**src/rtl/edac_steer_pkg.sv**
```systemverilog
package edac_steer_pkg;

  localparam int DW = 16;
  localparam int CW = 8;

  // check positions whose parity is inverted (odd parity)
  localparam logic [CW-1:0] CHK_INV = 8'h8C;

  typedef enum logic [1:0] {
    SRC_RD = 2'd0,
    SRC_UA = 2'd1,
    SRC_UB = 2'd2
  } src_e;

  typedef struct packed {
    logic a_oe;
    src_e a_src;
    logic b_oe;
    src_e b_src;
    logic mem_oe;
    logic mem_from_b;
    logic rd_act;
  } steer_t;

  // code column of one data bit: six-bit pattern of weight three,
  // plus a byte-lane bit (6 for low byte, 7 for high byte)
  function automatic logic [CW-1:0] code_col(input int unsigned idx);
    logic [5:0] lo;
    case (idx)
      0:  lo = 6'h0D;
      1:  lo = 6'h0E;
      2:  lo = 6'h1C;
      3:  lo = 6'h2C;
      4:  lo = 6'h0B;
      5:  lo = 6'h15;
      6:  lo = 6'h23;
      7:  lo = 6'h31;
      8:  lo = 6'h13;
      9:  lo = 6'h16;
      10: lo = 6'h1A;
      11: lo = 6'h32;
      12: lo = 6'h25;
      13: lo = 6'h29;
      14: lo = 6'h2A;
      default: lo = 6'h34;
    endcase
    return {(idx >= 8), (idx < 8), lo};
  endfunction

endpackage

```
**src/rtl/edac_chk_gen.sv**
```systemverilog
module edac_chk_gen
  import edac_steer_pkg::*;
#(
  parameter int DATA_W = DW,
  parameter int CHK_W  = CW
) (
  input  logic [DATA_W-1:0] data_i,
  output logic [CHK_W-1:0]  chk_o
);

  for (genvar j = 0; j < CHK_W; j++) begin : g_chk
    logic [DATA_W-1:0] mask;
    for (genvar i = 0; i < DATA_W; i++) begin : g_bit
      localparam logic [CW-1:0] COL = code_col(i);
      assign mask[i] = COL[j];
    end
    assign chk_o[j] = (^(data_i & mask)) ^ CHK_INV[j];
  end

endmodule

```
**src/rtl/edac_syn_dec.sv**
```systemverilog
module edac_syn_dec
  import edac_steer_pkg::*;
#(
  parameter int DATA_W = DW,
  parameter int CHK_W  = CW
) (
  input  logic [DATA_W-1:0] md_i,
  input  logic [CHK_W-1:0]  mc_i,
  output logic [CHK_W-1:0]  syn_o,
  output logic [DATA_W-1:0] fixed_o,
  output logic              corr_o,
  output logic              uncorr_o
);

  logic [CHK_W-1:0]  regen;
  logic [DATA_W-1:0] flip;
  logic              chk_hit;

  edac_chk_gen #(.DATA_W(DATA_W), .CHK_W(CHK_W)) regen_i (
    .data_i (md_i),
    .chk_o  (regen)
  );

  assign syn_o = regen ^ mc_i;

  for (genvar i = 0; i < DATA_W; i++) begin : g_match
    localparam logic [CW-1:0] COL = code_col(i);
    assign flip[i] = (syn_o == COL[CHK_W-1:0]);
  end

  assign chk_hit  = $onehot(syn_o);
  assign corr_o   = (|flip) | chk_hit;
  assign uncorr_o = (|syn_o) & ~corr_o;
  assign fixed_o  = md_i ^ flip;

endmodule

```
**src/rtl/edac_path_ctl.sv**
```systemverilog
module edac_path_ctl
  import edac_steer_pkg::*;
(
  input  logic   path_mem_i,
  input  logic   master_b_i,
  input  logic   ua_rnw_i,
  input  logic   ua_msel_n_i,
  input  logic   ua_oe_n_i,
  input  logic   ub_rnw_i,
  input  logic   ub_msel_n_i,
  input  logic   ub_oe_n_i,
  output steer_t steer_o
);

  logic m_rnw, m_msel_n, m_oe_n;
  logic mem_rd, mem_wr, xfer_go;

  always_comb begin
    m_rnw    = master_b_i ? ub_rnw_i    : ua_rnw_i;
    m_msel_n = master_b_i ? ub_msel_n_i : ua_msel_n_i;
    m_oe_n   = master_b_i ? ub_oe_n_i   : ua_oe_n_i;

    mem_rd  = path_mem_i & ~m_msel_n & m_rnw;
    mem_wr  = path_mem_i & ~m_msel_n & ~m_rnw;
    xfer_go = ~path_mem_i & ~m_oe_n;

    steer_o = '0;
    steer_o.rd_act     = mem_rd;
    steer_o.mem_oe     = mem_wr;
    steer_o.mem_from_b = master_b_i;

    // user A: receives on reads, echoes B's write, or is transfer target
    steer_o.a_oe = (mem_rd & ~ua_oe_n_i)
                 | (mem_wr & master_b_i & ~ua_oe_n_i)
                 | (xfer_go & (master_b_i ? ~m_rnw : m_rnw));
    steer_o.a_src = mem_rd ? SRC_RD : SRC_UB;

    // user B: mirror image
    steer_o.b_oe = (mem_rd & ~ub_oe_n_i)
                 | (mem_wr & ~master_b_i & ~ub_oe_n_i)
                 | (xfer_go & (master_b_i ? m_rnw : ~m_rnw));
    steer_o.b_src = mem_rd ? SRC_RD : SRC_UA;
  end

endmodule

```
**src/rtl/edac_steer_top.sv**
```systemverilog
module edac_steer_top
  import edac_steer_pkg::*;
#(
  parameter int DATA_W = DW,
  parameter int CHK_W  = CW
) (
  input  logic              clk,
  input  logic              rst_n,
  input  logic              path_mem_i,
  input  logic              master_b_i,
  input  logic              fix_en_i,
  input  logic              diag_en_i,
  input  logic              ua_rnw_i,
  input  logic              ua_msel_n_i,
  input  logic              ua_oe_n_i,
  input  logic [DATA_W-1:0] ua_d_i,
  output logic [DATA_W-1:0] ua_d_o,
  output logic              ua_drv_o,
  input  logic              ub_rnw_i,
  input  logic              ub_msel_n_i,
  input  logic              ub_oe_n_i,
  input  logic [DATA_W-1:0] ub_d_i,
  output logic [DATA_W-1:0] ub_d_o,
  output logic              ub_drv_o,
  input  logic [DATA_W-1:0] md_i,
  output logic [DATA_W-1:0] md_o,
  output logic              md_drv_o,
  input  logic [CHK_W-1:0]  mc_i,
  output logic [CHK_W-1:0]  mc_o,
  output logic              mc_drv_o,
  output logic              corr_err_o,
  output logic              uncorr_err_o
);

  localparam int DIAG_W = 2 * CHK_W;

  steer_t            steer;
  logic [DATA_W-1:0] wr_word;
  logic [CHK_W-1:0]  wr_chk;
  logic [CHK_W-1:0]  syn;
  logic [DATA_W-1:0] fixed;
  logic              corr, uncorr;
  logic [DATA_W-1:0] rd_word;
  logic [DIAG_W-1:0] diag_word;

  logic [DATA_W-1:0] ua_d_nxt, ub_d_nxt, md_nxt;
  logic [CHK_W-1:0]  mc_nxt;
  logic              ua_drv_nxt, ub_drv_nxt, md_drv_nxt, mc_drv_nxt;
  logic              corr_nxt, uncorr_nxt;

  edac_path_ctl ctl_i (
    .path_mem_i  (path_mem_i),
    .master_b_i  (master_b_i),
    .ua_rnw_i    (ua_rnw_i),
    .ua_msel_n_i (ua_msel_n_i),
    .ua_oe_n_i   (ua_oe_n_i),
    .ub_rnw_i    (ub_rnw_i),
    .ub_msel_n_i (ub_msel_n_i),
    .ub_oe_n_i   (ub_oe_n_i),
    .steer_o     (steer)
  );

  assign wr_word = steer.mem_from_b ? ub_d_i : ua_d_i;

  edac_chk_gen #(.DATA_W(DATA_W), .CHK_W(CHK_W)) gen_i (
    .data_i (wr_word),
    .chk_o  (wr_chk)
  );

  edac_syn_dec #(.DATA_W(DATA_W), .CHK_W(CHK_W)) dec_i (
    .md_i     (md_i),
    .mc_i     (mc_i),
    .syn_o    (syn),
    .fixed_o  (fixed),
    .corr_o   (corr),
    .uncorr_o (uncorr)
  );

  assign diag_word = {syn, mc_i};

  always_comb begin
    if (diag_en_i)     rd_word = DATA_W'(diag_word);
    else if (fix_en_i) rd_word = fixed;
    else               rd_word = md_i;
  end

  // next-state
  always_comb begin
    unique case (steer.a_src)
      SRC_RD:  ua_d_nxt = rd_word;
      SRC_UB:  ua_d_nxt = ub_d_i;
      default: ua_d_nxt = ua_d_i;
    endcase
    unique case (steer.b_src)
      SRC_RD:  ub_d_nxt = rd_word;
      SRC_UA:  ub_d_nxt = ua_d_i;
      default: ub_d_nxt = ub_d_i;
    endcase
    ua_drv_nxt = steer.a_oe;
    ub_drv_nxt = steer.b_oe;
    md_nxt     = wr_word;
    mc_nxt     = wr_chk;
    md_drv_nxt = steer.mem_oe;
    mc_drv_nxt = steer.mem_oe;
    corr_nxt   = steer.rd_act & corr;
    uncorr_nxt = steer.rd_act & uncorr;
  end

  // registers
  always_ff @(posedge clk or negedge rst_n) begin
    if (!rst_n) begin
      ua_d_o       <= '0;
      ub_d_o       <= '0;
      md_o         <= '0;
      mc_o         <= '0;
      ua_drv_o     <= 1'b0;
      ub_drv_o     <= 1'b0;
      md_drv_o     <= 1'b0;
      mc_drv_o     <= 1'b0;
      corr_err_o   <= 1'b0;
      uncorr_err_o <= 1'b0;
    end else begin
      ua_d_o       <= ua_d_nxt;
      ub_d_o       <= ub_d_nxt;
      md_o         <= md_nxt;
      mc_o         <= mc_nxt;
      ua_drv_o     <= ua_drv_nxt;
      ub_drv_o     <= ub_drv_nxt;
      md_drv_o     <= md_drv_nxt;
      mc_drv_o     <= mc_drv_nxt;
      corr_err_o   <= corr_nxt;
      uncorr_err_o <= uncorr_nxt;
    end
  end

endmodule

```
**config.mk**
```make
export PLATFORM = sky130hd
export DESIGN_NAME = edac_steer_top
export DESIGN_NICKNAME = d
export VERILOG_FILES = /design/src/rtl/edac_steer_pkg.sv /design/src/rtl/edac_chk_gen.sv /design/src/rtl/edac_syn_dec.sv /design/src/rtl/edac_path_ctl.sv /design/src/rtl/edac_steer_top.sv
export SDC_FILE = /design/constraint.sdc
export NUM_CORES = 1
export LEC_CHECK = 0
export CORE_MARGIN = 1
export CORE_UTILIZATION = 54
export CTS_BUF_LIST = sky130_fd_sc_hd__clkbuf_8
export DETAILED_ROUTE_END_ITERATION = 10
export PLACE_DENSITY_LB_ADDON = 0.3
export SYNTH_ARGS = -nofsm -noshare
export SYNTH_HDL_FRONTEND = slang
export SYNTH_HIERARCHICAL = 1
export SYNTH_SLANG_ARGS = --single-unit
```
**constraint.sdc**
```tcl
create_clock -name clk -period 0.95 [get_ports clk]
set_input_delay 0.19 -clock clk [delete_from_list [all_inputs] [get_ports clk]]
set_output_delay 0.19 -clock clk [all_outputs]
set_load 0.02 [all_outputs]
```
==> impl_metrics.ini, run 1 <==
[synthesis]
yosysSeqAreaShare_pct = 32.0
postSynthCellCount = 482
synth_top_area_share_pct = 32.0
yosysWarnings = 6
yosysUniqueCellTypes = 54
async_reset_ff_share_pct = 100
synth_area_leaders = dfrtp_1 32%, xnor2_1 9.5%, o31a_1 5.9%
synth_edf_count = 0
yosys_register_bits = 61
syn_avg_cell_area_um2 = 9.90
synth_ff_type = dfrtp_1
yosys.area.top_type = dfrtp_1
synthesis.area_mm2 = 0.00477

[die]
initial_utilization_pct = 56.9
die_h_um = 96.0
die_w_um = 96.0
rows = 33
ios = 130

[outcome]
status = aborted with a tool error
toolErrorMsg = [ERROR DPL-0038] Utilization greater than 100%, impossible to legalize
failed_stage = 4_1_cts

[clock_tree]
cts_root_buffer = clkbuf_8
cts_htree_levels = 3
clk_path_buf_depth = 2
post_cts_buffers = 84
cts_sinks = 61
cts_made_buffers = 9
cts_resized = 629
postCtsHoldBufs = 1

[placement]
gp_congestion = 0.935
io_buffers = 129
dp_hpwl_um = 13000
placedInstanceArea_mm2 = 0.00722
## synth_stat cells, types with 10 or more instances
library cell  number
dfrtp_1           61
xnor2_1           52
nand2_1           47
a21oi_1           36
nor2b_1           34
o31a_1            32
nor3b_1           31
xor2_1            25
mux2i_1           16
nor2_1            15
buf_4             13
inv_1             10
mux2_1            10
## logic make-up after synthesis
family                     count (synthesis)  synth area share (%)
adders and majority gates                 11                  3.51
and+or+nand+nor                          156                  18.8
other                                      1                0.0786
DFF                                       61                  32.0
AOI/OAI and AO/OA                         81                  12.6
buffers and inverters                     47                  5.51
muxes                                     32                  7.13
xor gates and xnor gates                  93                  20.3
## per-stage QoR
step | setup TNS [ns] | std cells | hold slack (ns) | worst slack [ns]
after detailed placement | -112.07 | 801 | 0.223 | -3.84
after global placement | -108.53 | 801 | 0.213 | -3.68
after floorplan | -48.16 | 483 | -0.106 | -3.10
==> inputs of run 2 (changes only) <==
- CORE_UTILIZATION: 54 -> 40
- CTS_BUF_LIST: sky130_fd_sc_hd__clkbuf_8 -> not set
- PLACE_DENSITY_LB_ADDON: 0.3 -> 0.15
==> impl_metrics.ini, run 2 <==
[sta]
setup_viol = 106
min_period_over_period_pct = 428
hold_viol_final = 0
fin_setup_tns_ns = -60.42
setup_slack_ns = -3.12
slew_viol_final = 0
maxClockFrequency_ghz = 0.246
fin_crit_ns = 4.07
rsz0062_at_grt = true

[synthesis]
yosys_register_bits = 61
synthesis.area_mm2 = 0.00477
synth_top_family_by_area = XOR/XNOR gates
yosysMostFrequentCell = dfrtp_1
synthSimpleGateAreaFrac_pct = 18.8
yosysUniqueCellTypes = 54
synthXorXnorAreaFrac_pct = 20.3
syn_avg_cell_area_um2 = 9.90
synth_ff_type = dfrtp_1
synthMuxAreaShare_pct = 7.13
yosysSeqAreaShare_pct = 32.0
synth_edf_count = 0
synthAdderAreaFrac_pct = 3.51
yosysWarnings = 6
synth_commonest_cells = 61 x dfrtp_1, 52 x xnor2_1, 47 x nand2_1
async_reset_ff_share_pct = 100
synth_top_area_share_pct = 32.0
synth_compound_area_share_pct = 12.6
synth_area_leaders = dfrtp_1 32%, xnor2_1 9.5%, o31a_1 5.9%
yosys.area.top_type = dfrtp_1
postSynthCellCount = 482

[clock_tree]
cts_root_buffer = clkbuf_16
path_clk_slew_ns = 0.06
clk_path_buf_depth = 2
cts_sinks = 61
cts_tree = built
cts_made_buffers = 9
cts_htree_levels = 3

[layout]
layout.cells.non_filler = 905
fin_area_mm2 = 0.00901
ff_latch_area_mm2 = 0.00153
n_antenna_cell = 0
multi_input_area_mm2 = 0.00404
top_regs = md_o: 16 flops, ua_d_o: 16 flops, ub_d_o: 16 flops
final_nets = 836
final_common_cell = buf_4
mostFrequentLayoutCells = 124 x buf_4, 95 x buf_6, 61 x dfrtp_1
n_fill_cell = 706
drive_above_1_share_pct = 55.2
final_util_pct = 78.3
syn_to_final_growth_pct = 88.9

[die]
die_h_um = 111
die_w_um = 111
ios = 130
rows = 39
die_area_mm2 = 0.0124
initial_utilization_pct = 41.4
core_area_mm2 = 0.0115

[worst_setup_path]
endpoint_kind = flop
path_common_cell = fa_1
crit_path_start_kind = input port
path_cells = buf_4 -> xnor2_4 -> xnor2_2 -> xnor2_1 -> xnor2_1 -> inv_1 -> fa_1 -> inv_1 -> fa_1 -> fa_1 -> inv_2 -> ha_4 -> inv_4 -> fa_2 -> nand2_2 -> a21oi_2 -> a2111oi_4 -> nand4_2 -> a41oi_2 -> and2_4
worst_ep_required_time_ns = 1.22
arrival_ns = 4.34
crit_slowest_cell = fa_1
slowest_delay_ns = 0.56
criticalPathCategory = in2reg
worstPathMaxFanout = 3

[placement]
io_buffers = 129
dp_hpwl_um = 12000
gp_congestion = 0.847
dp.cells = 849
placedInstanceArea_mm2 = 0.00733
pre_cts_ws_ns = -3.85

[routing]
vias_per_cell = 5.25
ant_nets = 0
wl_per_cell_um = 19.4
first_iter_violations = 383
drc_errors = 20
drt-total-wl_um = 17600
firstDrtPassIters = 8
vias = 4751

[power_and_ir_drop]
swShare_pct = 38.6
internal_power_mw = 12.2
p_comb_share_pct = 63.3
leakage_nw = 4.04
power.density_mw_per_mm2 = 2210
vdd_drop_max_mv = 1.54
p_sw_mw = 7.68
p_clk_share_pct = 20.7
pwr-share-seq_pct = 16.0

[global_routing]
track_usage_pct = 28.5
antenna_found_initial = 0
gr-usage-met3_pct = 5.52
grtUsageMet1_pct = 34.2
grt_pass1_vias = 4846
overflow = 0
grt_pass1_wl_um = 26500
top_usage_layer = met2
grt_max_degree = 62
grtUsageMet2_pct = 51.0

[hold_path]
hp-class = in2reg

[outcome]
violations = design-rule violations, negative setup slack
status = finished, violations left

[job]
drv_cap = 0
[run 2: logic make-up after synthesis]
family | Yosys count
simple gates | 156
xor+xnor | 93
compound gates | 81
flops | 61
buf+inv | 47
mux | 32
fa+ha+maj | 11
other cells | 1
[run 2: area by class of cell]
class | instances | area share (%)
Clock buffer | 9 | 2.50
Clock inverter | 7 | 1.62
Inverter | 16 | 0.833
Multi-Input combinational cell | 375 | 44.8
Sequential cell | 61 | 16.9
Tap cell | 143 | 1.99
Timing Repair Buffer | 294 | 31.3
[run 2: stage by stage]
step | hold slack [ns] | total power [mW]
6_report | 0.247 | 19.9
5_1_grt | 0.256 | 20.8
4_1_cts | 0.313 | 18.2
3_5_place_dp | 0.225 | 12.0
3_3_place_gp | 0.218 | 11.9
2_1_floorplan | -0.106 | 8.52
[run 2: per-layer routing]
metal	part of all wire (%)	routed length, um
met1	39	6780
met2	53	9340
met3	5.9	1040
met4	2.4	429
met5	0	0
[run 2: path summary, 6_finish.rpt]
check	startpoint	endpoint	cells past startpoint
max	md_i[10]	uncorr_err_o$_DFF_PN0_	20
min	ub_d_i[4]	md_o[4]$_DFF_PN0_	2
max in group asynchronous	rst_n	ua_d_o[10]$_DFF_PN0_	3
min in group asynchronous	rst_n	md_o[10]$_DFF_PN0_	3
[run 2: timing repair]
item / in CTS / in global routing
gates cloned: 1 / 0
gates resized for setup: 623 / 56
setup buffers: 34 / 15
hold buffers: 1 / 0
endpoints found under the hold margin: 61 / 0
endpoints found under the setup margin: 123 / 107
pin swaps: 100 / 73
[run 2: power by group through the flow]
stage                     sequential [mW]  clock, mW  combinational (mW)
after floorplan                      3.66          0                4.85
after global placement               3.15          0                8.75
after detailed placement             3.15          0                8.89
after CTS                            3.20       4.15                10.8
after global routing                 3.23       4.29                13.3
final                                3.20       4.12                12.6
[run 2: worst max-delay path: cells and delay by family]
kind	cells	cell delay (ns)
xor+xnor	4	0.73
compound gates	3	0.40
buf+inv	5	0.46
fa+ha+maj	5	2.15
simple gates	3	0.38
(Power assumes the default switching activity.)
